**config.mk**
```make
export PLATFORM = sky130hd
export DESIGN_NAME = csla_sqrt_adder
export DESIGN_NICKNAME = d
export VERILOG_FILES = /design/src/rtl/csla_pkg.sv /design/src/rtl/csla_rca.sv /design/src/rtl/csla_bec.sv /design/src/rtl/csla_group.sv /design/src/rtl/csla_sqrt_adder.sv
export SDC_FILE = /design/constraint.sdc
export NUM_CORES = 1
export LEC_CHECK = 0
export ABC_CLOCK_PERIOD_IN_PS = 5400
export BUFFER_PORTS_ARGS = -buffer_cell sky130_fd_sc_hd__buf_2
export CAP_MARGIN = 10
export CELL_PAD_IN_SITES_DETAIL_PLACEMENT = 0
export CELL_PAD_IN_SITES_GLOBAL_PLACEMENT = 1
export CORE_MARGIN = 8
export CORE_UTILIZATION = 33
export DETAILED_ROUTE_END_ITERATION = 6
export PLACE_DENSITY = 0.92
export SLEW_MARGIN = 10
export SYNTH_ARGS = -nofsm -noshare
export SYNTH_HDL_FRONTEND = slang
export SYNTH_SLANG_ARGS = --single-unit
```
**constraint.sdc**
```tcl
create_clock -name vclk -period 5.4
set_input_delay 1.08 -clock vclk [all_inputs]
set_output_delay 1.08 -clock vclk [all_outputs]
set_load 0.02 [all_outputs]
```
**src/rtl/csla_pkg.sv**
```systemverilog
package csla_pkg;
   // Nominal width of group k before trimming: 2, 2, 3, 4, 5, ...
   function automatic int grp_nom(int k);
      return (k < 2) ? 2 : k + 1;
   endfunction

   // Lowest bit position of group k
   function automatic int grp_lsb(int width, int k);
      int lsb;
      lsb = 0;
      for (int i = 0; i < 64; i++)
         if (i < k) lsb += grp_nom(i);
      return (lsb > width) ? width : lsb;
   endfunction

   // Width of group k, with the last group trimmed to fit
   function automatic int grp_w(int width, int k);
      int lsb;
      lsb = grp_lsb(width, k);
      return (grp_nom(k) > width - lsb) ? width - lsb : grp_nom(k);
   endfunction

   // Number of groups needed to cover the operand width
   function automatic int grp_cnt(int width);
      int n;
      n = 0;
      for (int i = 0; i < 64; i++)
         if (grp_lsb(width, i) < width) n++;
      return n;
   endfunction
endpackage

```
**src/rtl/csla_rca.sv**
```systemverilog
module csla_rca #(
   parameter int N = 2
) (
   input  logic [N-1:0] a,
   input  logic [N-1:0] b,
   input  logic         ci,
   output logic [N-1:0] s,
   output logic         co
);
   logic [N:0] c;
   assign c[0] = ci;

   for (genvar i = 0; i < N; i++) begin : g_fa
      assign s[i]   = a[i] ^ b[i] ^ c[i];
      assign c[i+1] = (a[i] & b[i]) | (c[i] & (a[i] ^ b[i]));
   end
   assign co = c[N];

   always_comb begin
      assert_rca_sum_R1: assert ({co, s} == {1'b0, a} + {1'b0, b} + {{N{1'b0}}, ci})
         else $error("ripple group sum mismatch");
   end
endmodule

```
**src/rtl/csla_bec.sv**
```systemverilog
module csla_bec #(
   parameter int N = 3
) (
   input  logic [N-1:0] x,
   output logic [N-1:0] y
);
   logic [N-1:0] run;

   assign run[0] = 1'b1;
   assign y[0]   = ~x[0];
   for (genvar i = 1; i < N; i++) begin : g_tog
      assign run[i] = run[i-1] & x[i-1];
      assign y[i]   = run[i] ? ~x[i] : x[i];
   end

   always_comb begin
      assert_bec_inc_R3: assert (y == x + {{(N-1){1'b0}}, 1'b1})
         else $error("incrementer result mismatch");
      assert_bec_lsb_R4: assert (y[0] != x[0])
         else $error("incrementer bit 0 not inverted");
   end
endmodule

```
**src/rtl/csla_group.sv**
```systemverilog
module csla_group #(
   parameter int GW    = 2,
   parameter bit FIRST = 1'b0
) (
   input  logic [GW-1:0] a,
   input  logic [GW-1:0] b,
   input  logic          ci,
   output logic [GW-1:0] s,
   output logic          co
);
   if (FIRST) begin : g_plain
      csla_rca #(.N(GW)) u_rca (.a(a), .b(b), .ci(ci), .s(s), .co(co));
   end else begin : g_select
      logic [GW-1:0] s0;
      logic          c0;
      logic [GW:0]   inc;

      csla_rca #(.N(GW)) u_rca (.a(a), .b(b), .ci(1'b0), .s(s0), .co(c0));
      csla_bec #(.N(GW + 1)) u_bec (.x({c0, s0}), .y(inc));

      assign {co, s} = ci ? inc : {c0, s0};

      always_comb begin
         assert_grp_select_R5: assert ({co, s} == {1'b0, a} + {1'b0, b} + {{GW{1'b0}}, ci})
            else $error("group select mismatch");
      end
   end
endmodule

```
**src/rtl/csla_sqrt_adder.sv**
```systemverilog
module csla_sqrt_adder
   import csla_pkg::*;
#(
   parameter  int WIDTH = 16,
   localparam int NGRP  = grp_cnt(WIDTH)
) (
   input  logic [WIDTH-1:0] a,
   input  logic [WIDTH-1:0] b,
   input  logic             cin,
   output logic [WIDTH-1:0] sum,
   output logic             cout,
   output logic [NGRP-2:0]  grp_carry
);
   if (WIDTH < 4) begin : g_bad_width
      $error("WIDTH must be at least 4");
   end
   if (grp_lsb(WIDTH, NGRP - 1) + grp_w(WIDTH, NGRP - 1) != WIDTH) begin : g_bad_split
      $error("group split does not cover WIDTH");
   end

   logic [NGRP:0] cy;
   assign cy[0] = cin;

   for (genvar g = 0; g < NGRP; g++) begin : g_grp
      localparam int LSB = grp_lsb(WIDTH, g);
      localparam int GW  = grp_w(WIDTH, g);
      localparam int HI  = LSB + GW - 1;

      csla_group #(.GW(GW), .FIRST(g == 0)) u_grp (
         .a (a[HI:LSB]),
         .b (b[HI:LSB]),
         .ci(cy[g]),
         .s (sum[HI:LSB]),
         .co(cy[g+1])
      );

      logic [HI+1:0] part;
      assign part = {1'b0, a[HI:0]} + {1'b0, b[HI:0]} + {{(HI+1){1'b0}}, cin};

      always_comb begin
         assert_grp_carry_R6: assert (cy[g+1] == part[HI+1])
            else $error("group carry mismatch");
      end
   end

   assign grp_carry = cy[NGRP-1:1];
   assign cout      = cy[NGRP];

   always_comb begin
      assert_total_R1: assert ({cout, sum} == {1'b0, a} + {1'b0, b} + {{WIDTH{1'b0}}, cin})
         else $error("total sum mismatch");
   end
endmodule

```
==> impl_metrics.csv, run 1 <==
group,metric,value,unit
final_layout,clock_buffers,0,
final_layout,fin_nets,215,
final_layout,seq_cell_count,0,
synthesis,synth_nets,164,
synthesis,synth_top_area_share,0.258,
place,hpwl,2050,um
final_layout,final-seq-area,0,um2
final_layout,fillers,285,
power_and_ir_drop,p_per_area,175,nW/um2
final_layout,stdcell_count,185,
final_layout,drive_above_1_share,0.442,
floorplanning,pin_count,54,
timing,maxSlewHeadroom,0.662,
floorplanning,die-width,69.1,um
worst_setup_path,worst-path-max-fanout,7,
cts,post_cts_resized,0,
synthesis,synthCells,105,
synthesis,synthTopCellsByCount,"33 x inv_1, 14 x ha_1, 12 x fa_1, 7 x nand2_1",
detailed_routing,wl_per_cell,11.9,um
timing,timing.fmax,191,MHz
timing,finalCriticalPeriod,5.22,ns
global_route,antenna_found_initial,0,
power_and_ir_drop,p_total,214,uW
synthesis,ys_warn_count,0,
timing,slew_viol_final,0,
final_layout,stdcell_area,1220,um2
synthesis,syn_avg_cell_area,8.88,um2
place,dp.cells,185,
floorplanning,dieArea,4780,um2
worst_setup_path,cp.required,4.32,ns
detailed_routing,drt-vias-per-instance,4.57,
timing,rsz0062_at_grt,"false",
final_layout,area_growth,30.9,%
detailed_routing,num_vias,845,
place,gp_routability_congestion,0.733,
timing,finalCritPeriodShare,0.967,
place,post_dp_cell_area,1210,um2
global_route,grt_pass1_vias,941,
synthesis,synth_top_area_cell,"fa_1",
timing,hold_violations,0,
final_layout,multiInputGateArea,787,um2
min_path,min_path_type,"in2out",
floorplanning,die_h,69.1,um
global_route,grt_max_degree,9,
synthesis,yosysUniqueCellTypes,28,
global_route,grt_overflow,0,
floorplanning,rows,19,
timing,worst_pin_slew,0.505,ns
detailed_routing,ant_nets,0,
worst_setup_path,critPathLaunchType,"input pin",
power_and_ir_drop,leakage,0.701,nW
cts,cts_hold_repair.buffers,0,
synthesis,ys_seq_area_frac,0,
global_route,grt.total_usage,0.0867,
synthesis,synth_area_leaders,"fa_1 26%, ha_1 19%, inv_1 13%",
place,dp_slack,0.0602,ns
worst_setup_path,critical_path_class,"in2out",
final_layout,n_antenna_cell,0,
detailed_routing,finalWirelength,2200,um
worst_setup_path,cp-end-kind,"output port",
floorplanning,start_util,0.344,
detailed_routing,initialDrtViolationCount,16,
global_route,grt_pass1_wl,3850,um
floorplanning,coreArea,2710,um2
timing,finalSetupViolations,0,
flow_run,max_cap_viol_count,0,
timing,hold-worst-slack,2.55,ns
worst_setup_path,arrival,4.14,ns
cts,cts_setup_buffers,0,
synthesis,syn-cell-area,932,um2
timing,finalSetupTns,0,ns
final_layout,final_core_utilization,0.450,
place,port_buffers,54,
detailed_routing,drc,0,
synthesis,synth.most_common_cell,"inv_1",
status,status,"finished, final reports clean",
power_and_ir_drop,irDropWorstVdd,82.6,uV
timing,fin_ws,0.177,ns
detailed_routing,dr.pass1.iters,5,
critical path, cell delays in order:
cell and delay, ns:
buf_2 0.08, ha_1 0.13, inv_1 0.05, fa_1 0.39, fa_1 0.37, inv_1 0.08
fa_1 0.17, inv_1 0.05, fa_1 0.44, inv_2 0.09, ha_4 0.17, or3b_2 0.44
a21oi_1 0.13, nor3_1 0.07, a311oi_1 0.20, buf_2 0.21
final timing paths:
check,start,to,slack (ns),cells past startpoint
setup / recovery,a[11],cout,0.18,16
hold / removal,cin,sum[0],2.55,3
layer usage:
metal | up-vias | share of wire | global-route usage
met4 | 0 | 0 | 0
met1 | 397 | 0.37 | 0.0835
li1 | 420 | - | -
met2 | 28 | 0.58 | 0.186
met3 | 0 | 0.058 | 0.0186
met5 | - | 0 | 0
cell type report:
cell class	count	area share
Multi-Input combinational cell	67	0.645
Timing Repair Buffer	54	0.222
Inverter	33	0.102
Tap cell	31	0.0318
cells by family (layout without fill, tap and decap cells):
family / count (synthesis) / in the layout / share of synthesized area
buffers and inverters: 38 / 87 / 0.169
adders and majority gates: 26 / 26 / 0.446
and+or+nand+nor: 19 / 19 / 0.125
AOI/OAI and AO/OA: 8 / 8 / 0.0618
xor gates and xnor gates: 7 / 7 / 0.0859
muxes: 7 / 7 / 0.113
where the power goes:
group	switching, mW	internal, mW
Clock	0	0
Combinational	0.123	0.0912
Sequential	0	0
Total	0.123	0.0912
cell usage in the layout (no fill, tap or decap), types with 2 or more instances in the layout:
cell type	synthesis	layout
ha_1	14	13
mux2_4	4	4
buf_2	0	54
mux2_2	2	2
inv_1	33	32
o21ai_0	3	3
xor2_1	3	3
fa_1	12	12
nand2_1	7	7
a21oi_1	2	2
xnor2_1	3	3
nor2_1	2	2
Note: power is estimated with default switching activity, not from simulation.
==> run 2, diff against run 1 <==
--- a/config.mk
+++ b/config.mk
@@ -5,7 +5,7 @@
 export SDC_FILE = /design/constraint.sdc
 export NUM_CORES = 1
 export LEC_CHECK = 0
-export ABC_CLOCK_PERIOD_IN_PS = 5400
+export ABC_CLOCK_PERIOD_IN_PS = 5500
 export BUFFER_PORTS_ARGS = -buffer_cell sky130_fd_sc_hd__buf_2
 export CAP_MARGIN = 10
 export CELL_PAD_IN_SITES_DETAIL_PLACEMENT = 0
==> constraint.sdc (replaced) <==
create_clock -name vclk -period 5.5
set_input_delay 1.1 -clock vclk [all_inputs]
set_output_delay 1.1 -clock vclk [all_outputs]
set_load 0.02 [all_outputs]
==> run 2 against run 1 <==
Compared with the run above: critical path depth stayed put; wire length down 0.46%; core utilization unchanged; hold slack improved by 0.040 ns; non-clock buffer count is the same.
==> impl_metrics.csv, run 2 (synthesis results as in run 1) <==
group,metric,value,unit
status,status,"finished, final reports clean",
global_route,grt.total_usage,0.0867,
floorplanning,dieArea,4780,um2
min_path,min_to,"sum[0]",
detailed_routing,finalWirelength,2190,um
global_route,grt_pass1_vias,941,
worst_setup_path,cp_slowest_cell,"or3b_2",
detailed_routing,drt-vias-per-instance,4.57,
detailed_routing,dr.pass1.iters,4,
timing,slew_viol_final,0,
final_layout,fin_nets,215,
timing,finalCriticalPeriod,5.30,ns
worst_setup_path,cp-end-kind,"output port",
worst_setup_path,critPathLaunchType,"input pin",
final_layout,seq_cell_count,0,
timing,hold_violations,0,
cts,cts_hold_repair.buffers,0,
place,gp_routability_congestion,0.733,
timing,worst_pin_slew,0.505,ns
worst_setup_path,slowest_delay,0.44,ns
min_path,min_path_cells,3,
worst_setup_path,critical-path-top-delay-family,"adder cells",
power_and_ir_drop,p_per_area,171,nW/um2
floorplanning,coreArea,2710,um2
detailed_routing,drc,0,
power_and_ir_drop,leakage,0.703,nW
place,hpwl,2050,um
min_path,min_path_type,"in2out",
global_route,grt_max_degree,9,
timing,timing.fmax,189,MHz
power_and_ir_drop,p_total,209,uW
final_layout,most-common-layout-cells,"54 x buf_2, 33 x inv_1, 13 x ha_1",
timing,finalCritPeriodShare,0.963,
floorplanning,die-width,69.1,um
worst_setup_path,cp.required,4.40,ns
final_layout,final-seq-area,0,um2
timing,maxSlewHeadroom,0.662,
cts,cts_setup_buffers,0,
final_layout,area_growth,30.9,%
power_and_ir_drop,irDropWorstVdd,79.3,uV
floorplanning,pin_count,54,
timing,finalSetupTns,0,ns
timing,finalSetupViolations,0,
floorplanning,die_h,69.1,um
worst_setup_path,arrival,4.20,ns
final_layout,drive_above_1_share,0.435,
flow_run,max_cap_viol_count,0,
final_layout,clock_buffers,0,
floorplanning,start_util,0.344,
min_path,worstHoldStart,"cin",
global_route,grt_overflow,0,
global_route,antenna_found_initial,0,
final_layout,n_antenna_cell,0,
detailed_routing,initialDrtViolationCount,16,
detailed_routing,ant_nets,0,
floorplanning,rows,19,
detailed_routing,wl_per_cell,11.8,um
worst_setup_path,worst-path-max-fanout,7,
final_layout,layout_commonest_cell,"buf_2",
place,port_buffers,54,
worst_setup_path,path_buf_inv,6,
cts,post_cts_resized,0,
worst_setup_path,critical_path_class,"in2out",
global_route,grt_pass1_wl,3850,um
worst_setup_path,crit_chain,"buf_2, ha_1, inv_1, fa_1, fa_1, inv_1, fa_1, inv_1, fa_1, inv_1, ha_4, or3b_2, a21oi_1, nor3_1, a311oi_1, buf_2",
detailed_routing,num_vias,845,
timing,rsz0062_at_grt,"false",
-- run 2: cell type report --
type	count	area (um2)
repair buffers	54	270
well taps	31	38.8
fillers	285	1490
multi-input cells	67	787
inverters	33	124
-- run 2: how the worst max path moves through the flow --
stage | end | startpoint | depth (start not counted) | slack (ns)
2_1_floorplan | cout | a[11] | 14 | 0.24
3_3_place_gp | cout | a[11] | 16 | 0.27
3_5_place_dp | cout | a[11] | 16 | 0.12
4_1_cts | cout | a[11] | 16 | 0.11
5_1_grt | cout | a[11] | 16 | 0.03
6_report | cout | a[11] | 16 | 0.20
-- run 2: per-layer routing --
layer / global-route usage / wire (um)
met1: 0.0835 / 788
met2: 0.186 / 1270
met3: 0.0186 / 128
met5: 0 / 0
met4: 0 / 0
-- run 2: worst min-delay path, stage by stage --
cell and delay, ns:
buf_2 0.08, fa_1 0.15, buf_2 0.16
-- run 2: power breakdown --
group          leakage (nW)  total [mW]  internal [mW]  switching, mW
combinational         0.703       0.209         0.0892          0.120
clock                     0           0              0              0
sequential                0           0              0              0
-- run 2: stage by stage --
stage / hold slack (ns) / worst slack, ns / std cells / cell area (um2) / utilization
2_1_floorplan: 2.45 / 0.240 / 105 / 932 / -
3_3_place_gp: 2.59 / 0.270 / 185 / 1210 / 0.446
3_5_place_dp: 2.60 / 0.120 / 185 / 1210 / 0.446
4_1_cts: 2.60 / 0.114 / 185 / 1210 / 0.446
5_1_grt: 2.61 / 0.0286 / 185 / 1220 / 0.450
6_report: 2.59 / 0.205 / 185 / 1220 / 0.450
==> run 3, diff against run 2 <==
--- a/config.mk
+++ b/config.mk
@@ -13,7 +13,7 @@
 export CORE_MARGIN = 8
 export CORE_UTILIZATION = 33
 export DETAILED_ROUTE_END_ITERATION = 6
-export PLACE_DENSITY = 0.92
+export PLACE_DENSITY = 0.84
 export SLEW_MARGIN = 10
 export SYNTH_ARGS = -nofsm -noshare
 export SYNTH_HDL_FRONTEND = slang
==> run 3 against run 2 <==
Compared with the run above: non-clock buffer count did not move; cell area fell by 0.82%; total power fell by 2.7%; setup slack improved by 0.0027 ns; largest cell class unchanged; highest routed layer unchanged.
==> impl_metrics.csv, run 3 (synthesis results as in run 1) <==
group,metric,value,unit
global_route,grt_pass1_vias,899,
power_and_ir_drop,p_comb_frac,1.000,
power_and_ir_drop,p_per_area,168,nW/um2
timing,finalCritPeriodShare,0.962,
power_and_ir_drop,p_total,204,uW
min_path,min_path_cells,3,
power_and_ir_drop,pwr-share-seq,0,
worst_setup_path,critPathLaunchType,"input pin",
final_layout,seq_cell_count,0,
worst_setup_path,arrival,4.19,ns
min_path,min_to,"sum[0]",
final_layout,fin_nets,215,
final_layout,most-common-layout-cells,"54 x buf_2, 33 x inv_1, 13 x ha_1",
timing,finalSetupViolations,0,
worst_setup_path,cp-end-kind,"output port",
power_and_ir_drop,power_switching_share,0.572,
global_route,grt.total_usage,0.0830,
timing,finalCriticalPeriod,5.29,ns
detailed_routing,drc,0,
global_route,antenna_found_initial,0,
timing,maxSlewHeadroom,0.670,
min_path,worstHoldStart,"cin",
flow_run,max_cap_viol_count,0,
global_route,grt_max_degree,9,
final_layout,layout_commonest_cell,"buf_2",
floorplanning,dieArea,4780,um2
status,status,"finished, final reports clean",
worst_setup_path,worst-path-max-fanout,7,
power_and_ir_drop,clockPowerShare,0,
power_and_ir_drop,leakage,0.701,nW
worst_setup_path,critical_path_class,"in2out",
detailed_routing,finalWirelength,2040,um
detailed_routing,ant_nets,0,
final_layout,drive_above_1_share,0.435,
timing,finalSetupTns,0,ns
floorplanning,die-width,69.1,um
final_layout,area_growth,29.8,%
timing,worst_pin_slew,0.494,ns
floorplanning,coreArea,2710,um2
timing,hold_violations,0,
global_route,grt_overflow,0,
timing,timing.fmax,189,MHz
global_route,grt_pass1_wl,3680,um
detailed_routing,dr.pass1.iters,2,
final_layout,final-seq-area,0,um2
floorplanning,rows,19,
floorplanning,die_h,69.1,um
final_layout,clock_buffers,0,
detailed_routing,num_vias,824,
timing,slew_viol_final,0,
power_and_ir_drop,p_int,87.1,uW
place,hpwl,1930,um
power_and_ir_drop,p_switching,116,uW
detailed_routing,drt-vias-per-instance,4.45,
place,gp_routability_congestion,0.702,
place,port_buffers,54,
floorplanning,start_util,0.344,
cts,cts_setup_buffers,0,
detailed_routing,wl_per_cell,11.0,um
final_layout,n_antenna_cell,0,
power_and_ir_drop,irDropWorstVdd,87.1,uV
timing,rsz0062_at_grt,"false",
floorplanning,pin_count,54,
min_path,min_path_type,"in2out",
worst_setup_path,cp.required,4.40,ns
detailed_routing,initialDrtViolationCount,4,
-- run 3: cell counts in the layout (fill, tap and decap cells not counted) --
Identical to the previous run, type by type.
-- run 3: worst max-delay path: stages --
cell and delay (ns):
buf_2 0.08, ha_1 0.13, inv_1 0.05, fa_1 0.37, fa_1 0.37, inv_1 0.08, fa_1 0.15, inv_1 0.05
fa_1 0.42, inv_1 0.09, ha_2 0.25, or3b_2 0.45, a21oi_1 0.13, nor3_1 0.06, a311oi_1 0.20, buf_2 0.21
-- run 3: worst max path at each step --
| stage | to | start | slack, ns | depth (start not counted) |
|---|---|---|---|---|
| detailed placement | cout | a[11] | 0.15 | 16 |
| finish | cout | a[11] | 0.21 | 16 |
| CTS | cout | a[11] | 0.13 | 16 |
| floorplan | cout | a[11] | 0.24 | 14 |
| global placement | cout | a[11] | 0.26 | 16 |
| global route | cout | a[11] | 0.004 | 16 |
-- run 3: layout make-up --
| type | instances | area, um2 |
|---|---|---|
| fill | 288 | 1500 |
| tap | 31 | 38.8 |
| inverter | 33 | 124 |
| multi-input combinational | 67 | 777 |
| timing repair buffer | 54 | 270 |
-- run 3: per-layer routing --
metal / routed length [um] / track usage / vias up
met1: 781 / 0.0871 / 379
met4: 0 / 0 / 0
li1: - / - / 419
met2: 1150 / 0.172 / 26
met3: 109 / 0.0143 / 0
met5: 0 / 0 / -
-- run 3: power groups by stage --
stage / Sequential, mW / Clock [mW] / Combinational, mW
after global placement: 0 / 0 / 0.202
after detailed placement: 0 / 0 / 0.208
after floorplan: 0 / 0 / 0.150
final: 0 / 0 / 0.204
after CTS: 0 / 0 / 0.208
after global routing: 0 / 0 / 0.227
-- run 3: stage by stage --
| step | cell area, um2 | utilization | std cells | setup WS, ns | hold WS, ns |
|---|---|---|---|---|---|
| 2_1_floorplan | 932 | - | 105 | 0.240 | 2.45 |
| 6_report | 1210 | 0.446 | 185 | 0.207 | 2.59 |
| 4_1_cts | 1210 | 0.446 | 185 | 0.134 | 2.60 |
| 3_3_place_gp | 1210 | 0.446 | 185 | 0.264 | 2.58 |
| 5_1_grt | 1210 | 0.446 | 185 | 0.00399 | 2.61 |
| 3_5_place_dp | 1210 | 0.446 | 185 | 0.151 | 2.60 |
-- run 3: timing repair --
action                     in CTS  in global routing
gates resized for setup         0                  1
hold buffers                    0                  0
setup endpoints to repair       0                  1
